==> src/rtl/pwm_chop_pkg.sv <==
package pwm_chop_pkg;

  // State requested for one half-bridge
  typedef enum logic [1:0] {
    LEG_OFF = 2'd0,
    LEG_HI  = 2'd1,
    LEG_LO  = 2'd2
  } leg_e;

  // Regulation phase within a PWM cycle
  typedef enum logic [2:0] {
    PH_IDLE  = 3'd0,
    PH_DRIVE = 3'd1,
    PH_FAST  = 3'd2,
    PH_COAST = 3'd3,
    PH_SLOW  = 3'd4
  } phase_e;

  // Decay select codes; bit 1 set means fast decay
  localparam logic [1:0] SEL_SLOW  = 2'b00;
  localparam logic [1:0] SEL_MIXED = 2'b01;

endpackage

==> src/rtl/pwm_chop_timer.sv <==
module pwm_chop_timer #(
  parameter int PERIOD_CYC = 5000,
  parameter int BLANK_CYC  = 938,
  parameter int MIX_CYC    = 3750,
  parameter int CW         = $clog2(PERIOD_CYC)
) (
  input  logic clk,
  input  logic rst,
  input  logic hold_i,
  output logic start_o,
  output logic blank_done_o,
  output logic past_mix_o
);

  localparam logic [CW-1:0] LAST_L  = CW'(PERIOD_CYC - 1);
  localparam logic [CW-1:0] BLANK_L = CW'(BLANK_CYC);
  localparam logic [CW-1:0] MIX_L   = CW'(MIX_CYC);

  logic [CW-1:0] cnt_q;

  always_ff @(posedge clk) begin
    if (rst || hold_i) begin
      cnt_q <= '0;
    end else if (cnt_q == LAST_L) begin
      cnt_q <= '0;
    end else begin
      cnt_q <= cnt_q + 1'b1;
    end
  end

  assign start_o      = (cnt_q == '0);
  assign blank_done_o = (cnt_q >= BLANK_L);
  assign past_mix_o   = (cnt_q >= MIX_L);

  // the count wraps after the last position of the period
  p_wrap_r2: assert property (@(posedge clk) disable iff (rst || hold_i)
    (cnt_q == LAST_L) |=> (cnt_q == '0));

  // the count never leaves the period
  p_range_r2: assert property (@(posedge clk) disable iff (rst)
    cnt_q <= LAST_L);

endmodule

==> src/rtl/pwm_chop_phase.sv <==
module pwm_chop_phase
  import pwm_chop_pkg::*;
(
  input  logic         clk,
  input  logic         rst,
  input  logic         hold_i,
  input  logic         start_i,
  input  logic         blank_done_i,
  input  logic         past_mix_i,
  input  logic         trip_i,
  input  logic         near_zero_i,
  input  logic         polarity_i,
  input  logic [1:0]   decay_sel_i,
  input  logic         falling_i,
  input  logic         zero_set_i,
  output leg_e [1:0]   leg_req_o
);

  phase_e     ph_q;
  phase_e     decay_entry;
  logic       pol_q;
  logic [1:0] sel_q;
  logic       fall_q;
  logic       mix_fall;

  assign mix_fall = (sel_q == SEL_MIXED) && fall_q;

  always_comb begin
    if (sel_q[1]) begin
      decay_entry = PH_FAST;
    end else if (mix_fall) begin
      decay_entry = past_mix_i ? PH_SLOW : PH_FAST;
    end else begin
      decay_entry = PH_SLOW;
    end
  end

  always_ff @(posedge clk) begin
    if (rst || hold_i) begin
      ph_q   <= PH_IDLE;
      pol_q  <= 1'b0;
      sel_q  <= SEL_SLOW;
      fall_q <= 1'b0;
    end else if (start_i) begin
      pol_q  <= polarity_i;
      sel_q  <= decay_sel_i;
      fall_q <= falling_i;
      ph_q   <= zero_set_i ? PH_SLOW : PH_DRIVE;
    end else begin
      case (ph_q)
        PH_DRIVE: if (blank_done_i && trip_i) ph_q <= decay_entry;
        PH_FAST: begin
          if (mix_fall && past_mix_i) ph_q <= PH_SLOW;
          else if (near_zero_i)      ph_q <= PH_COAST;
        end
        PH_COAST: if (mix_fall && past_mix_i) ph_q <= PH_SLOW;
        default: ph_q <= ph_q;
      endcase
    end
  end

  always_comb begin
    leg_req_o[0] = LEG_OFF;
    leg_req_o[1] = LEG_OFF;
    case (ph_q)
      PH_DRIVE: begin
        leg_req_o[0] = pol_q ? LEG_HI : LEG_LO;
        leg_req_o[1] = pol_q ? LEG_LO : LEG_HI;
      end
      PH_FAST: begin
        leg_req_o[0] = pol_q ? LEG_LO : LEG_HI;
        leg_req_o[1] = pol_q ? LEG_HI : LEG_LO;
      end
      PH_SLOW: begin
        leg_req_o[0] = LEG_LO;
        leg_req_o[1] = LEG_LO;
      end
      default: begin
        leg_req_o[0] = LEG_OFF;
        leg_req_o[1] = LEG_OFF;
      end
    endcase
  end

  // a trip inside the blanking window does not end the drive
  p_blank_r3: assert property (@(posedge clk) disable iff (rst || hold_i)
    (ph_q == PH_DRIVE && !blank_done_i && !start_i) |=> (ph_q == PH_DRIVE));

  // once decaying, drive does not return before the next cycle start
  p_decay_hold_r4: assert property (@(posedge clk) disable iff (rst || hold_i)
    (ph_q inside {PH_FAST, PH_COAST, PH_SLOW} && !start_i) |=> (ph_q != PH_DRIVE));

  // mixed decay on a falling setpoint is slow after the three-quarter point
  p_mixed_r8: assert property (@(posedge clk) disable iff (rst || hold_i)
    (ph_q inside {PH_FAST, PH_COAST} && mix_fall && past_mix_i && !start_i)
      |=> (ph_q == PH_SLOW));

  // a zero setpoint opens the cycle in slow decay
  p_zero_r12: assert property (@(posedge clk) disable iff (rst || hold_i)
    (start_i && zero_set_i) |=> (ph_q == PH_SLOW));

endmodule

==> src/rtl/pwm_chop_deadleg.sv <==
module pwm_chop_deadleg
  import pwm_chop_pkg::*;
#(
  parameter int DEAD_CYC = 125,
  parameter int DW       = $clog2(DEAD_CYC + 1)
) (
  input  logic clk,
  input  logic rst,
  input  logic hold_i,
  input  leg_e req_i,
  output logic hs_o,
  output logic ls_o
);

  localparam logic [DW-1:0] SAT_L = DW'(DEAD_CYC - 1);

  logic [DW-1:0] off_q;
  leg_e          cur;

  always_comb begin
    if (hs_o)      cur = LEG_HI;
    else if (ls_o) cur = LEG_LO;
    else           cur = LEG_OFF;
  end

  always_ff @(posedge clk) begin
    if (rst || hold_i) begin
      hs_o  <= 1'b0;
      ls_o  <= 1'b0;
      off_q <= '0;
    end else if (cur != LEG_OFF) begin
      if (req_i != cur) begin
        hs_o  <= 1'b0;
        ls_o  <= 1'b0;
        off_q <= '0;
      end
    end else if (req_i != LEG_OFF && off_q >= SAT_L) begin
      hs_o <= (req_i == LEG_HI);
      ls_o <= (req_i == LEG_LO);
    end else if (off_q < SAT_L) begin
      off_q <= off_q + 1'b1;
    end
  end

  // no shoot-through within the half-bridge
  p_no_shoot_r11: assert property (@(posedge clk) disable iff (rst)
    !(hs_o && ls_o));

  // a switch never turns on straight from its complement
  p_gap_hi_r11: assert property (@(posedge clk) disable iff (rst)
    $rose(hs_o) |-> !$past(ls_o));
  p_gap_lo_r11: assert property (@(posedge clk) disable iff (rst)
    $rose(ls_o) |-> !$past(hs_o));

endmodule

==> src/rtl/pwm_chopper.sv <==
module pwm_chopper
  import pwm_chop_pkg::*;
#(
  parameter int CLK_HZ   = 250_000_000,
  parameter int PWM_HZ   = 50_000,
  parameter int BLANK_NS = 3750,
  parameter int DEAD_NS  = 500
) (
  input  logic       clk,
  input  logic       rst,
  input  logic       disable_i,
  input  logic       trip_i,
  input  logic       near_zero_i,
  input  logic       polarity_i,
  input  logic [1:0] decay_sel_i,
  input  logic       falling_i,
  input  logic       zero_set_i,
  output logic [1:0] hs_en_o,
  output logic [1:0] ls_en_o
);

  localparam int CLK_KHZ    = CLK_HZ / 1000;
  localparam int PERIOD_CYC = CLK_HZ / PWM_HZ;
  localparam int BLANK_CYC  = (CLK_KHZ * BLANK_NS + 999_999) / 1_000_000;
  localparam int MIX_CYC    = (PERIOD_CYC * 3) / 4;
  localparam int DEAD_RAW   = (CLK_KHZ * DEAD_NS + 999_999) / 1_000_000;
  localparam int DEAD_CYC   = (DEAD_RAW < 1) ? 1 : DEAD_RAW;
  localparam int CW         = $clog2(PERIOD_CYC);

  logic       start;
  logic       blank_done;
  logic       past_mix;
  leg_e [1:0] leg_req;

  pwm_chop_timer #(
    .PERIOD_CYC(PERIOD_CYC),
    .BLANK_CYC (BLANK_CYC),
    .MIX_CYC   (MIX_CYC),
    .CW        (CW)
  ) u_timer (
    .clk         (clk),
    .rst         (rst),
    .hold_i      (disable_i),
    .start_o     (start),
    .blank_done_o(blank_done),
    .past_mix_o  (past_mix)
  );

  pwm_chop_phase u_phase (
    .clk         (clk),
    .rst         (rst),
    .hold_i      (disable_i),
    .start_i     (start),
    .blank_done_i(blank_done),
    .past_mix_i  (past_mix),
    .trip_i      (trip_i),
    .near_zero_i (near_zero_i),
    .polarity_i  (polarity_i),
    .decay_sel_i (decay_sel_i),
    .falling_i   (falling_i),
    .zero_set_i  (zero_set_i),
    .leg_req_o   (leg_req)
  );

  for (genvar g = 0; g < 2; g++) begin : g_leg
    pwm_chop_deadleg #(
      .DEAD_CYC(DEAD_CYC)
    ) u_leg (
      .clk   (clk),
      .rst   (rst),
      .hold_i(disable_i),
      .req_i (leg_req[g]),
      .hs_o  (hs_en_o[g]),
      .ls_o  (ls_en_o[g])
    );
  end

  // disable clears every gate at the next edge
  p_disable_r1: assert property (@(posedge clk) disable iff (rst)
    disable_i |=> (hs_en_o == 2'b00 && ls_en_o == 2'b00));

  // both high sides are never on together
  p_no_dual_high_r6: assert property (@(posedge clk) disable iff (rst)
    hs_en_o != 2'b11);

endmodule

==> config.mk <==
export PLATFORM = sky130hd
export DESIGN_NAME = pwm_chopper
export DESIGN_NICKNAME = d
export VERILOG_FILES = /design/src/rtl/pwm_chop_pkg.sv /design/src/rtl/pwm_chop_timer.sv /design/src/rtl/pwm_chop_phase.sv /design/src/rtl/pwm_chop_deadleg.sv /design/src/rtl/pwm_chopper.sv
export SDC_FILE = /design/constraint.sdc
export NUM_CORES = 1
export LEC_CHECK = 0
export ABC_AREA = 0
export BUFFER_PORTS_ARGS = -buffer_cell sky130_fd_sc_hd__buf_2
export CAP_MARGIN = 20
export CORE_MARGIN = 2
export CORE_UTILIZATION = 31
export DETAILED_ROUTE_END_ITERATION = 16
export GPL_TIMING_DRIVEN = 0
export PLACE_DENSITY = 0.47
export SKIP_CTS_REPAIR_TIMING = 1
export SYNTH_ARGS = -nofsm -noshare
export SYNTH_HDL_FRONTEND = slang
export SYNTH_SLANG_ARGS = --single-unit
==> constraint.sdc <==
create_clock -name clk -period 3.27 [get_ports clk]
set_input_delay 0.4905 -clock clk [delete_from_list [all_inputs] [get_ports clk]]
set_output_delay 0.4905 -clock clk [all_outputs]
set_load 0.02 [all_outputs]
==> qor.csv <==
metric,value,unit
outcome,completed,
Final Hold Vio Count,0,
GR Overflow Total,0,
Fmax,476,MHz
cell mode on critical path,o21ai_0,
max-cap viol count,0,
Util after Layout,36.8,%
Vias per Instance,4.76,
min Tclk post-route,2.10,ns
Syn Nets,255,
RSZ-0062 raised after global routing,no,
initial antenna violation count,0,
gp weighted congestion,0.725,
Tcrit/Tclk final,64.3,%
Worst VDD drop,170,uV
Worst-path clk slew,0.08,ns
share of flip-flops with an asynchronous set or reset,0,%
R2R depth,8,
antenna-violating nets left,0,
Nets,275,
# H-tree levels,2,
Critical Path Start,u_timer.cnt_q[0],
crit start category,register,
Mapped Cells,238,
setup tns final,0,ns
area delta synth->final,15.1,%
reg2reg setup slack,1.17,ns
routed vias,1599,
Initial DRC Count,57,
die area,7170,um^2
io pins,14,
share of cells above drive strength 1,14.7,%
vias in the first global route,1474,
most frequent cells in the layout,"nor2_1, dfxtp_1, buf_2",
Total Wirelength,3930,um
clock skew,0.0101,ns
Fillers,681,
max incr delay on CP,0.51,ns
Final Max Slew Viols,0,
CP endpoint,u_phase.ph_q[2],
worst skew pair latency,0.29,ns
CORE AREA,6310,um^2
hold crit path type,primary input to register,
CTS root buffer,clkbuf_8,
RR Startpoint,u_timer.cnt_q[0],
critical-path cell list,"inv_1, ha_1, o21ai_0, a211oi_1, o41ai_1, o21ai_0, o2bb2ai_2, o31a_2",
post-DP HPWL,2870,um
Port Buf Inserts,13,
Post-synth EDFFs,0,
die height,84.7,um
DRT Pass-1 Iters,4,
clk buf depth,2,
footprint of the multi-input gates,1130,um^2
synthesized flop and latch total,38,
CP Capture Type,register,
Most used DFF post-synth,dfxtp_1,
final setup vio count,0,
FP Rows,29,
Pleak,0.956,nW
clock net sink count,38,
Slowest cell on crit path,o41ai_1,
Num CTS Buffers,5,
reg2reg end,u_phase.ph_q[2],
ANT cells,0,
Worst Setup Path Type,register to register,
count of cell types in the netlist,43,
Tightest Pin Transition,0.693,ns
# DRC,0,
relative slew slack,53.7,%
"commonest non-fill, non-tap cell in the layout",nor2_1,
average size of a mapped cell,8.47,um^2
largest net degree at the start of global routing,13,
CTS tree,yes,
crit path DAT,2.29,ns
"Seq/Total Area, Yosys",37.7,%
DR WL/cell,11.7,um
first-pass GRT wire length,7090,um
crit path max fanout,4,
sequential cell area,761,um^2
aggregate global-route resource usage,12.2,%
pwr dens,441,nW/um^2
Mapped Area,2020,um^2
Die Wd,84.7,um
Starting Density,31.9,%
Synth Warn #,0,
required time worst endpoint,3.46,ns
-- metrics by stage --
stage                     total power, mW  worst slack [ns]  hold slack, ns  instance area, um^2  cells
after CTS                            1.04              1.15           0.434                 2320    336
final                                1.02              1.17           0.441                 2320    336
after detailed placement            0.541              1.15           0.457                 2180    328
after floorplan                     0.523              1.44           0.430                 2020    238
after global routing                 1.08             0.865           0.445                 2320    336
after global placement              0.541              1.14           0.448                 2180    328
-- report_power, final --
part,internal [mW],switching (mW)
logic,0.0224,0.0306
registers,0.469,0.00645
clock network,0.326,0.170
-- worst min-delay path by stage --
stage                                 from               end  slack, ns  depth (start not counted)
after floorplan           u_timer.cnt_q[0]  u_timer.cnt_q[0]       0.43                          1
after global placement    u_timer.cnt_q[0]  u_timer.cnt_q[0]       0.45                          1
after detailed placement  u_timer.cnt_q[0]  u_timer.cnt_q[0]       0.46                          1
after CTS                        falling_i    u_phase.fall_q       0.43                          3
after global routing            polarity_i     u_phase.pol_q       0.45                          3
final                           polarity_i     u_phase.pol_q       0.44                          3
-- critical path: cells and delay by family (launching register included) --
| family | cells | cell delay, ns |
|---|---|---|
| AOI/OAI and AO/OA | 6 | 1.37 |
| DFF | 1 | 0.37 |
| adders and majority gates | 1 | 0.19 |
| buffers and inverters | 1 | 0.07 |
-- state kept, by name, summed over array words and instances (netlist names) --
name               cells
g_leg.u_leg.ls_o       2
g_leg.u_leg.hs_o       2
g_leg.u_leg.off_q     14
u_phase.pol_q          1
u_timer.cnt_q         13
u_phase.sel_q          2
u_phase.ph_q           3
u_phase.fall_q         1
-- kinds of logic after synthesis --
| family | after synthesis | synth area share (%) |
|---|---|---|
| muxes | 9 | 4.47 |
| AOI/OAI and AO/OA | 36 | 12.3 |
| DFF | 38 | 37.7 |
| adders and majority gates | 7 | 4.34 |
| xor gates and xnor gates | 20 | 8.68 |
| buffers and inverters | 24 | 6.20 |
| and+or+nand+nor | 104 | 26.3 |
-- synth_stat cells, types with 2 or more instances --
cell / count / share of area [%]
nor3_1: 3 / 0.74
o211a_1: 2 / 0.99
a21oi_1: 9 / 2.2
o31ai_1: 2 / 0.74
nor3b_1: 2 / 0.74
buf_4: 4 / 1.5
xor2_1: 14 / 6.1
nand2_1: 16 / 3.0
and4_1: 4 / 1.7
buf_6: 2 / 1.1
o211ai_1: 2 / 0.74
o21ai_0: 6 / 1.5
buf_2: 4 / 0.99
nor4_1: 4 / 1.2
nand4_1: 8 / 2.5
a21o_1: 2 / 0.74
inv_1: 8 / 1.5
nand3_1: 7 / 1.7
dfxtp_1: 38 / 38
and3_1: 5 / 1.6
nor2b_1: 5 / 1.6
xnor2_1: 6 / 2.6
o41ai_1: 2 / 0.87
ha_1: 7 / 4.3
a211oi_1: 3 / 1.1
clkbuf_1: 6 / 1.1
mux2i_1: 9 / 4.5
a31oi_1: 4 / 1.2
nor2_1: 40 / 7.4
-- cell type report --
class | instances | area share [%]
timing repair buffer | 13 | 2.80
buffer | 16 | 4.10
clock inverter | 2 | 2.59
inverter | 8 | 1.29
tap | 77 | 4.15
clock buffer | 6 | 3.56
multi-input combinational | 176 | 48.7
sequential | 38 | 32.8
-- layer usage --
metal,part of all wire [%],global-route usage (%),routed length [um],vias to the layer above
met4,1.1,4.33,42,0
met5,0,0,0,-
met2,41,16.4,1600,19
met1,55,18.3,2160,712
met3,3.4,3.44,133,4
li1,-,-,-,864
No activity file was read; power rests on OpenSTA's default activity.
